**config.mk**
```make
export PLATFORM = sky130hd
export DESIGN_NAME = evt_irq_ctrl
export DESIGN_NICKNAME = d
export VERILOG_FILES = /design/src/rtl/evt_irq_pkg.sv /design/src/rtl/evt_status_sampler.sv /design/src/rtl/evt_bus_decode.sv /design/src/rtl/evt_sticky_reg.sv /design/src/rtl/evt_irq_ctrl.sv
export SDC_FILE = /design/constraint.sdc
export NUM_CORES = 1
export LEC_CHECK = 0
export ABC_AREA = 1
export BUFFER_PORTS_ARGS = -buffer_cell sky130_fd_sc_hd__buf_4
export CAP_MARGIN = 30
export CORE_AREA = 3 3 69 71
export DETAILED_ROUTE_END_ITERATION = 6
export DIE_AREA = 0 0 72 74
export GPL_ROUTABILITY_DRIVEN = 0
export PLACE_DENSITY_LB_ADDON = 0.08
export RECOVER_POWER = 25
export REMOVE_ABC_BUFFERS = 1
export SLEW_MARGIN = 20
export SYNTH_ARGS = -nofsm -noshare
export SYNTH_HDL_FRONTEND = slang
export SYNTH_SLANG_ARGS = --single-unit
```
**constraint.sdc**
```tcl
create_clock -name clk -period 1.5 [get_ports clk]
set_input_delay 0.15 -clock clk [delete_from_list [all_inputs] [get_ports clk]]
set_output_delay 0.15 -clock clk [all_outputs]
set_load 0.02 [all_outputs]
```
**src/rtl/evt_irq_pkg.sv**
```systemverilog
package evt_irq_pkg;

    localparam int NUM_REFS  = 8;
    localparam int REF_IDX_W = $clog2(NUM_REFS);
    localparam int MODE_W    = 3;
    localparam int EVT_W     = 8;
    localparam int ADDR_W    = 8;
    localparam int DATA_W    = 8;
    localparam int PRIME_CNT = 2;
    localparam int PRIME_W   = $clog2(PRIME_CNT + 1);

    localparam logic [ADDR_W-1:0] ADDR_EVENT  = 8'h12;
    localparam logic [ADDR_W-1:0] ADDR_ENABLE = 8'h13;

    // Bit positions of the event register
    localparam int EV_LOCK_LOST = 7;
    localparam int EV_SIG_LOST  = 6;
    localparam int EV_REF_CHG   = 5;
    localparam int EV_MODE_CHG  = 4;
    localparam int EV_XREF_UP   = 3;
    localparam int EV_XREF_DOWN = 2;
    localparam int EV_AVAIL_UP  = 1;
    localparam int EV_AVAIL_DN  = 0;

    typedef struct packed {
        logic                 lock;
        logic                 sig_ok;
        logic [REF_IDX_W-1:0] act_ref;
        logic [MODE_W-1:0]    mode;
        logic                 xref_act;
        logic [NUM_REFS-1:0]  avail;
    } status_t;

    typedef enum logic [1:0] {
        BUS_IDLE  = 2'd0,
        BUS_READ  = 2'd1,
        BUS_WRITE = 2'd2
    } bus_op_e;

    typedef struct packed {
        bus_op_e op;
        logic    hit_event;
        logic    hit_enable;
    } bus_dec_t;

    function automatic logic fell(input logic prev, input logic cur);
        return prev & ~cur;
    endfunction

    function automatic logic rose(input logic prev, input logic cur);
        return ~prev & cur;
    endfunction

endpackage

```
**src/rtl/evt_status_sampler.sv**
```systemverilog
module evt_status_sampler
    import evt_irq_pkg::*;
(
    input  logic             clk,
    input  logic             rst,
    input  status_t          st_in,
    output logic [EVT_W-1:0] det
);
    status_t            cur_q;
    status_t            prev_q;
    logic [PRIME_W-1:0] prime_q;
    logic               primed;
    logic [NUM_REFS-1:0] up_vec;
    logic [NUM_REFS-1:0] dn_vec;
    logic [EVT_W-1:0]   raw;

    assign primed = (prime_q == PRIME_W'(PRIME_CNT));

    always_ff @(posedge clk) begin
        if (rst) begin
            cur_q   <= '0;
            prev_q  <= '0;
            prime_q <= '0;
        end else begin
            cur_q  <= st_in;
            prev_q <= cur_q;
            if (!primed)
                prime_q <= prime_q + PRIME_W'(1);
        end
    end

    for (genvar i = 0; i < NUM_REFS; i++) begin : g_ref_edge
        assign up_vec[i] = rose(prev_q.avail[i], cur_q.avail[i]);
        assign dn_vec[i] = fell(prev_q.avail[i], cur_q.avail[i]);
    end

    always_comb begin
        raw               = '0;
        raw[EV_LOCK_LOST] = fell(prev_q.lock, cur_q.lock);
        raw[EV_SIG_LOST]  = fell(prev_q.sig_ok, cur_q.sig_ok);
        raw[EV_REF_CHG]   = (prev_q.act_ref != cur_q.act_ref);
        raw[EV_MODE_CHG]  = (prev_q.mode != cur_q.mode);
        raw[EV_XREF_UP]   = rose(prev_q.xref_act, cur_q.xref_act);
        raw[EV_XREF_DOWN] = fell(prev_q.xref_act, cur_q.xref_act);
        raw[EV_AVAIL_UP]  = |up_vec;
        raw[EV_AVAIL_DN]  = |dn_vec;
    end

    assign det = primed ? raw : '0;

endmodule

```
**src/rtl/evt_bus_decode.sv**
```systemverilog
module evt_bus_decode
    import evt_irq_pkg::*;
#(
    parameter logic [ADDR_W-1:0] EVENT_ADDR  = ADDR_EVENT,
    parameter logic [ADDR_W-1:0] ENABLE_ADDR = ADDR_ENABLE
) (
    input  logic              bus_sel,
    input  logic              bus_wr,
    input  logic [ADDR_W-1:0] bus_addr,
    output bus_dec_t          dec
);
    always_comb begin
        dec.hit_event  = (bus_addr == EVENT_ADDR);
        dec.hit_enable = (bus_addr == ENABLE_ADDR);
        if (!bus_sel)
            dec.op = BUS_IDLE;
        else if (bus_wr)
            dec.op = BUS_WRITE;
        else
            dec.op = BUS_READ;
    end
endmodule

```
**src/rtl/evt_sticky_reg.sv**
```systemverilog
module evt_sticky_reg
    import evt_irq_pkg::*;
(
    input  logic             clk,
    input  logic             rst,
    input  logic [EVT_W-1:0] set,
    input  logic             clr_all,
    output logic [EVT_W-1:0] q
);
    for (genvar b = 0; b < EVT_W; b++) begin : g_bit
        always_ff @(posedge clk) begin
            if (rst)
                q[b] <= 1'b0;
            else if (set[b])
                q[b] <= 1'b1;
            else if (clr_all)
                q[b] <= 1'b0;
        end
    end
endmodule

```
**src/rtl/evt_irq_ctrl.sv**
```systemverilog
module evt_irq_ctrl
    import evt_irq_pkg::*;
#(
    parameter logic [ADDR_W-1:0] EVENT_ADDR  = ADDR_EVENT,
    parameter logic [ADDR_W-1:0] ENABLE_ADDR = ADDR_ENABLE
) (
    input  logic                 clk,
    input  logic                 rst,
    input  logic                 lock_in,
    input  logic                 sig_ok_in,
    input  logic [REF_IDX_W-1:0] act_ref_in,
    input  logic [MODE_W-1:0]    pll_mode_in,
    input  logic                 xref_act_in,
    input  logic [NUM_REFS-1:0]  ref_avail_in,
    input  logic                 bus_sel,
    input  logic                 bus_wr,
    input  logic [ADDR_W-1:0]    bus_addr,
    input  logic [DATA_W-1:0]    bus_wdata,
    output logic [DATA_W-1:0]    bus_rdata,
    output logic                 irq_n
);
    status_t          st;
    logic [EVT_W-1:0] det;
    logic [EVT_W-1:0] ev_q;
    logic [EVT_W-1:0] en_q;
    bus_dec_t         dec;
    logic             rd_evt;
    logic             wr_en;

    always_comb begin
        st.lock     = lock_in;
        st.sig_ok   = sig_ok_in;
        st.act_ref  = act_ref_in;
        st.mode     = pll_mode_in;
        st.xref_act = xref_act_in;
        st.avail    = ref_avail_in;
    end

    evt_status_sampler u_sampler (
        .clk   (clk),
        .rst   (rst),
        .st_in (st),
        .det   (det)
    );

    evt_bus_decode #(
        .EVENT_ADDR  (EVENT_ADDR),
        .ENABLE_ADDR (ENABLE_ADDR)
    ) u_dec (
        .bus_sel  (bus_sel),
        .bus_wr   (bus_wr),
        .bus_addr (bus_addr),
        .dec      (dec)
    );

    assign rd_evt = (dec.op == BUS_READ)  && dec.hit_event;
    assign wr_en  = (dec.op == BUS_WRITE) && dec.hit_enable;

    evt_sticky_reg u_events (
        .clk     (clk),
        .rst     (rst),
        .set     (det),
        .clr_all (rd_evt),
        .q       (ev_q)
    );

    always_ff @(posedge clk) begin
        if (rst)
            en_q <= '0;
        else if (wr_en)
            en_q <= bus_wdata[EVT_W-1:0];
    end

    // Read data reflects the register before any clear at the coming edge
    always_comb begin
        bus_rdata = '0;
        if (dec.op == BUS_READ) begin
            if (dec.hit_event)
                bus_rdata = DATA_W'(ev_q);
            else if (dec.hit_enable)
                bus_rdata = DATA_W'(en_q);
        end
    end

    assign irq_n = ~|(ev_q & en_q);

endmodule


```
==> results of run 1 <==
[critical path, stage by stage (launching register included)]
cell and delay (ps):
dfxtp_2 330, inv_1 80, o22ai_1 80, or2_4 260, nor2_4 80, buf_6 120
[cells by family (layout without fill, tap and decap cells)]
group | after synthesis | count (layout)
AND/OR/NAND/NOR | 156 | 156
buffers and inverters | 97 | 145
flip-flops | 52 | 52
AO/OA/AOI/OAI | 23 | 23
XOR/XNOR | 2 | 2
adder cells (fa/ha/maj) | 1 | 1
[per-stage QoR]
stage,std cells,total power (µW),area (µm²)
floorplan,324,1760,2210
global placement,423,1900,2630
detailed placement,423,1920,2630
CTS,431,2870,2750
global route,431,2980,2760
finish,431,2820,2760
[final timing paths]
| path | startpoint | to | slack (ps) |
|---|---|---|---|
| worst max-delay path | u_events.q[3] | irq_n | 110 |
| worst min-delay path | ref_avail_in[3] | u_sampler.cur_q[3] | 40 |
| worst max register to register | u_sampler.prime_q[0] | u_events.q[3] | 250 |
| worst min register to register | u_sampler.cur_q[13] | u_sampler.prev_q[13] | 430 |
[per-layer routing]
layer	GRT usage, %	up-vias
li1	-	1046
met1	19.4	799
met2	26.9	33
met3	4.59	4
met4	5.01	0
met5	0	-
[layout by cell type (no fill, tap or decap), drive strengths merged]
cell      n
inv      89
nand2    85
o2111ai   1
a21oi    10
xnor2     2
ha        1
dfxtp    52
clkbuf    7
bufinv    1
nor2     54
or2       1
clkinv    2
o21ai     2
o22ai    10
buf      46
nand3    16
[timing repair]
action / in CTS / in global routing
endpoints found under the setup margin: 1 / 1
hold buffers: 0 / 0
resized for setup: 1 / 6
[flip-flops by register name, indices dropped and copies added, names as in the netlist]
| register | flops |
|---|---|
| u_sampler.prime_q | 2 |
| u_sampler.prev_q | 17 |
| u_events.q | 8 |
| en_q | 8 |
| u_sampler.cur_q | 17 |
[power by group through the flow]
stage / Sequential [µW] / Combinational, µW / Clock [µW]
3_3_place_gp: 1560 / 343 / 0
5_1_grt: 1540 / 407 / 1030
2_1_floorplan: 1550 / 215 / 0
4_1_cts: 1530 / 359 / 977
3_5_place_dp: 1560 / 356 / 0
6_report: 1530 / 352 / 940
[area by class of cell]
type                            instances  area, µm²  share of cell area (%)
Sequential cell                        52       1040                    37.8
Multi-Input combinational cell        182        846                    30.7
Timing Repair Buffer                   47        353                    12.8
Inverter                               90        338                    12.3
Clock buffer                            6       72.6                    2.63
Tap cell                               52       65.1                    2.36
Clock inverter                          2       38.8                    1.41
==> impl_metrics.json, run 1 <==
{
  "wl_um": 3950,
  "drt_pass1_iterations": 4,
  "globalRouteOverflowTotal": 0,
  "peakVddDrop_mv": 0.852,
  "syn2layout_area_growth_pct": 22.4,
  "grt_pass1_wl_um": 6690,
  "dr.max_layer_used": "met4",
  "synthArstFlopShare_pct": 0,
  "synth.largest_area_cell": "dfxtp_1",
  "syn_area_per_cell_um2": 6.80,
  "synth_xor_area_share_pct": 0.778,
  "grt_pass1_vias": 1651,
  "wire_per_inst_um": 9.16,
  "drc_errors": 0,
  "cts-buffers-inserted": 5,
  "synth_compound_area_share_pct": 5.84,
  "p_per_area_nw_per_um2": 1030,
  "switching_share_pct": 24.2,
  "yosysWarnings": 0,
  "worst-setup-path-type": "reg2out",
  "pwr-share-seq_pct": 54.3,
  "die_h_um": 74,
  "syn_area_um2": 2250,
  "synth_top_family_by_area": "simple AND/OR/NAND/NOR gates",
  "ys.flop_type": "dfxtp_1",
  "p_comb_share_pct": 12.5,
  "synth-adder-area-share_pct": 0.556,
  "cts_buffer_depth": 2,
  "ys_seq_area_share_pct": 46.2,
  "power.internal_uw": 2140,
  "hp-class": "in2reg",
  "synth_top_area_share_pct": 46.2,
  "worst_slew_pin_slew_ps": 769,
  "status": "finished clean",
  "layout.nets": 416,
  "core-area_um2": 4290,
  "whs_path_depth": 3,
  "hpwlAfterDp_um": 3060,
  "fin_crit_sh_pct": 92.5,
  "ant_nets": 0,
  "grt_max_degree": 26,
  "p_leak_uw": 0.00138,
  "setup-violations-final": 0,
  "synth_enable_flop_cells": 0,
  "drt-met1-wl_um": 1890,
  "max_cap_violations": 0,
  "via_count": 1882,
  "end_kind": "output pin",
  "synth_simple_gate_area_share_pct": 30.0,
  "drt_iter0_drc": 75,
  "dr_wl_met3_um": 201,
  "ys_types": 21,
  "synth_cells": 331,
  "drv_slew": 0,
  "setup_ws_ps": 113,
  "io-pin-count": 46,
  "post-route-util_pct": 64.2,
  "worst-path-max-fanout": 2,
  "synthMostInstantiatedCell": "inv_1",
  "fmax_ghz": 0.721,
  "ys_top_cells_by_count": "inv_1 (88), nand2_1 (83), dfxtp_1 (52)",
  "fillerInstances": 426,
  "rsz0062_at_grt": "no",
  "clock-sinks": 52,
  "clk_pin_slew_ps": 90,
  "num_rows": 24,
  "timing.hold.ws_ps": 39.5,
  "vias_per_cell": 4.37,
  "ys_ff_latch": 52,
  "fin_crit_ps": 1390,
  "start_util_pct": 52.4,
  "die_area_um2": 5330,
  "ctsHtreeMaxLevel": 2,
  "synth.area.top_cells": "dfxtp_1 (46%), inv_1 (15%), nand2_1 (14%)",
  "post_cts_buffers": 0,
  "power_frac_clock_pct": 33.3,
  "r2r_cells": 6,
  "grt_util_all_layers_pct": 15.8,
  "fin_tns_setup_ps": 0,
  "antenna_found_initial": 0,
  "hold_violations": 0,
  "synth.area.mux_share_pct": 0,
  "p_sw_uw": 683,
  "finalClockSkew_ps": 9.51,
  "antenna_cells": 0,
  "cp.required_ps": 1350,
  "die_w_um": 72,
  "cts_tree": "built",
  "start_kind": "register",
  "wl_met2_um": 1820,
  "clockRootBuffer": "clkbuf_8",
  "worstSkewPairLatency_ps": 300,
  "port_buffers": 45,
  "layout-drive-gt1-share_pct": 19.5,
  "crit_arrival_ps": 1240,
  "relSlewSlack_pct": 48.8,
  "dp_slack_ps": 149
}
Power figures use the tool's default switching activity.
==> run 2, diff against run 1 <==
--- a/config.mk
+++ b/config.mk
@@ -12,6 +12,7 @@
 export DETAILED_ROUTE_END_ITERATION = 6
 export DIE_AREA = 0 0 72 74
 export GPL_ROUTABILITY_DRIVEN = 0
+export GPL_TIMING_DRIVEN = 0
 export PLACE_DENSITY_LB_ADDON = 0.08
 export RECOVER_POWER = 25
 export REMOVE_ABC_BUFFERS = 1
==> impl_metrics.json, run 2 (synthesized netlist as in run 1, its figures left out) <==
{
  "rsz0062_at_grt": "no",
  "drv_slew": 0,
  "grt_pass1_wl_um": 7110,
  "fmax_ghz": 0.715,
  "top_regs": "u_sampler.cur_q: 17 flops, u_sampler.prev_q: 17 flops",
  "end_kind": "output pin",
  "ctsHtreeMaxLevel": 2,
  "r2r_cells": 6,
  "crit_slowest_cell": "dfxtp_1",
  "fin_crit_sh_pct": 93.3,
  "fin_crit_ps": 1400,
  "multi_input_area_um2": 860,
  "globalRouteOverflowTotal": 0,
  "die_area_um2": 5330,
  "cp_top_family": "simple AND/OR/NAND/NOR gates",
  "drc_errors": 0,
  "cts-buffers-inserted": 5,
  "cts_tree": "built",
  "hold_violations": 0,
  "ff_latch_area_um2": 1040,
  "worstHoldEndpoint": "u_sampler.cur_q[16]",
  "clk_pin_slew_ps": 90,
  "max_cap_violations": 0,
  "finalClockSkew_ps": 2.81,
  "grt_max_degree": 44,
  "peakVddDrop_mv": 0.783,
  "setup-violations-final": 0,
  "rr_startpoint": "u_sampler.prime_q[0]",
  "clockRootBuffer": "clkbuf_8",
  "post-route-util_pct": 64.1,
  "hpwlAfterDp_um": 2900,
  "p_per_area_nw_per_um2": 1020,
  "path_cells": "inv_1 -> o22ai_1 -> or2_4 -> nor2_4 -> buf_6",
  "cts_buffer_depth": 2,
  "wl_um": 3970,
  "relSlewSlack_pct": 72.0,
  "r2r-end": "u_events.q[3]",
  "worst-path-max-fanout": 2,
  "antenna_cells": 0,
  "r2r_slack_ps": 280,
  "via_count": 1887,
  "hold_buffers": 0,
  "start_kind": "register",
  "final_cell_mix": "inv_1 (87), nand2_1 (83), dfxtp_1 (52)",
  "fillerInstances": 411,
  "clock-sinks": 52,
  "syn2layout_area_growth_pct": 22.3,
  "die_w_um": 72,
  "hp-class": "in2reg",
  "hold_start": "lock_in",
  "cp.required_ps": 1350,
  "grt_pass1_vias": 1784,
  "port_buffers": 45,
  "start_util_pct": 52.4,
  "layout.nets": 414,
  "die_h_um": 74,
  "io-pin-count": 46,
  "num_rows": 24,
  "drt_iter0_drc": 119,
  "cp_num_buf_inv": 2,
  "p_leak_uw": 0.00138,
  "layout-drive-gt1-share_pct": 19.1,
  "whs_path_depth": 3,
  "post_cts_buffers": 0,
  "grt_util_all_layers_pct": 16.9,
  "drt_pass1_iterations": 4,
  "status": "finished clean",
  "worst_slew_pin_slew_ps": 420,
  "ant_nets": 0,
  "fin_tns_setup_ps": 0,
  "wire_per_inst_um": 9.24,
  "vias_per_cell": 4.40,
  "worstSkewPairLatency_ps": 300,
  "crit_arrival_ps": 1250,
  "layout.cells.most_common": "inv_1",
  "core-area_um2": 4290,
  "antenna_found_initial": 0,
  "worst-setup-path-type": "reg2out",
  "cp_slowest_stage_delay_ps": 320
}
run 2: cell count changes in the layout (fill, tap and decap cells not counted), sizes merged:
cell / delta
clkinv: +1
inv: -1
buf: -1
clkbuf: -1
run 2: worst max-delay path by stage:
stage | start | slack (ps) | depth (start not counted) | endpoint
2_1_floorplan | bus_addr[7] | 330 | 5 | bus_rdata[0]
3_3_place_gp | bus_addr[5] | 60 | 7 | bus_rdata[5]
3_5_place_dp | bus_addr[0] | 60 | 7 | bus_rdata[6]
4_1_cts | u_events.q[2] | 7 | 5 | irq_n
5_1_grt | bus_addr[7] | 30 | 7 | bus_rdata[7]
6_report | u_events.q[2] | 100 | 5 | irq_n
run 2: power breakdown:
| group | switching, µW | internal (µW) | leakage [µW] |
|---|---|---|---|
| combinational | 189 | 158 | 0.000895 |
| clock | 430 | 495 | 0.0000552 |
| sequential | 50.3 | 1480 | 0.000427 |
run 2: worst min-delay path: stages:
cell,delay [ps]
buf_4,70
inv_1,30
nor2_1,60
run 2: stage by stage:
step,setup WS [ps],power (µW),instances,area [µm²],hold WS (ps)
2_1_floorplan,331,1760,324,2210,219
3_3_place_gp,57.0,1890,421,2620,350
3_5_place_dp,57.3,1910,421,2620,355
4_1_cts,6.80,2840,429,2730,32.6
5_1_grt,26.0,2970,429,2750,37.3
6_report,101,2800,429,2750,42.6
run 2: final cells by class:
class                           instances  share of cell area (%)
Sequential cell                        52                    37.8
Multi-Input combinational cell        182                    31.2
Timing Repair Buffer                   45                    12.4
Inverter                               90                    12.3
Clock buffer                            6                    2.64
Tap cell                               52                    2.36
Clock inverter                          2                    1.27
run 2: metal layers:
metal	share of wire, %	wire (µm)	track usage [%]
met3	6.5	257	4.86
met5	0	0	0
met2	45	1790	29.5
met1	47	1860	20.1
met4	1.5	60	5.64
run 2: timing repair:
| item | 4_1_cts | 5_1_grt |
|---|---|---|
| gates resized for setup | 0 | 7 |
| endpoints found under the setup margin | 0 | 6 |
| hold endpoints to repair | 0 | 0 |
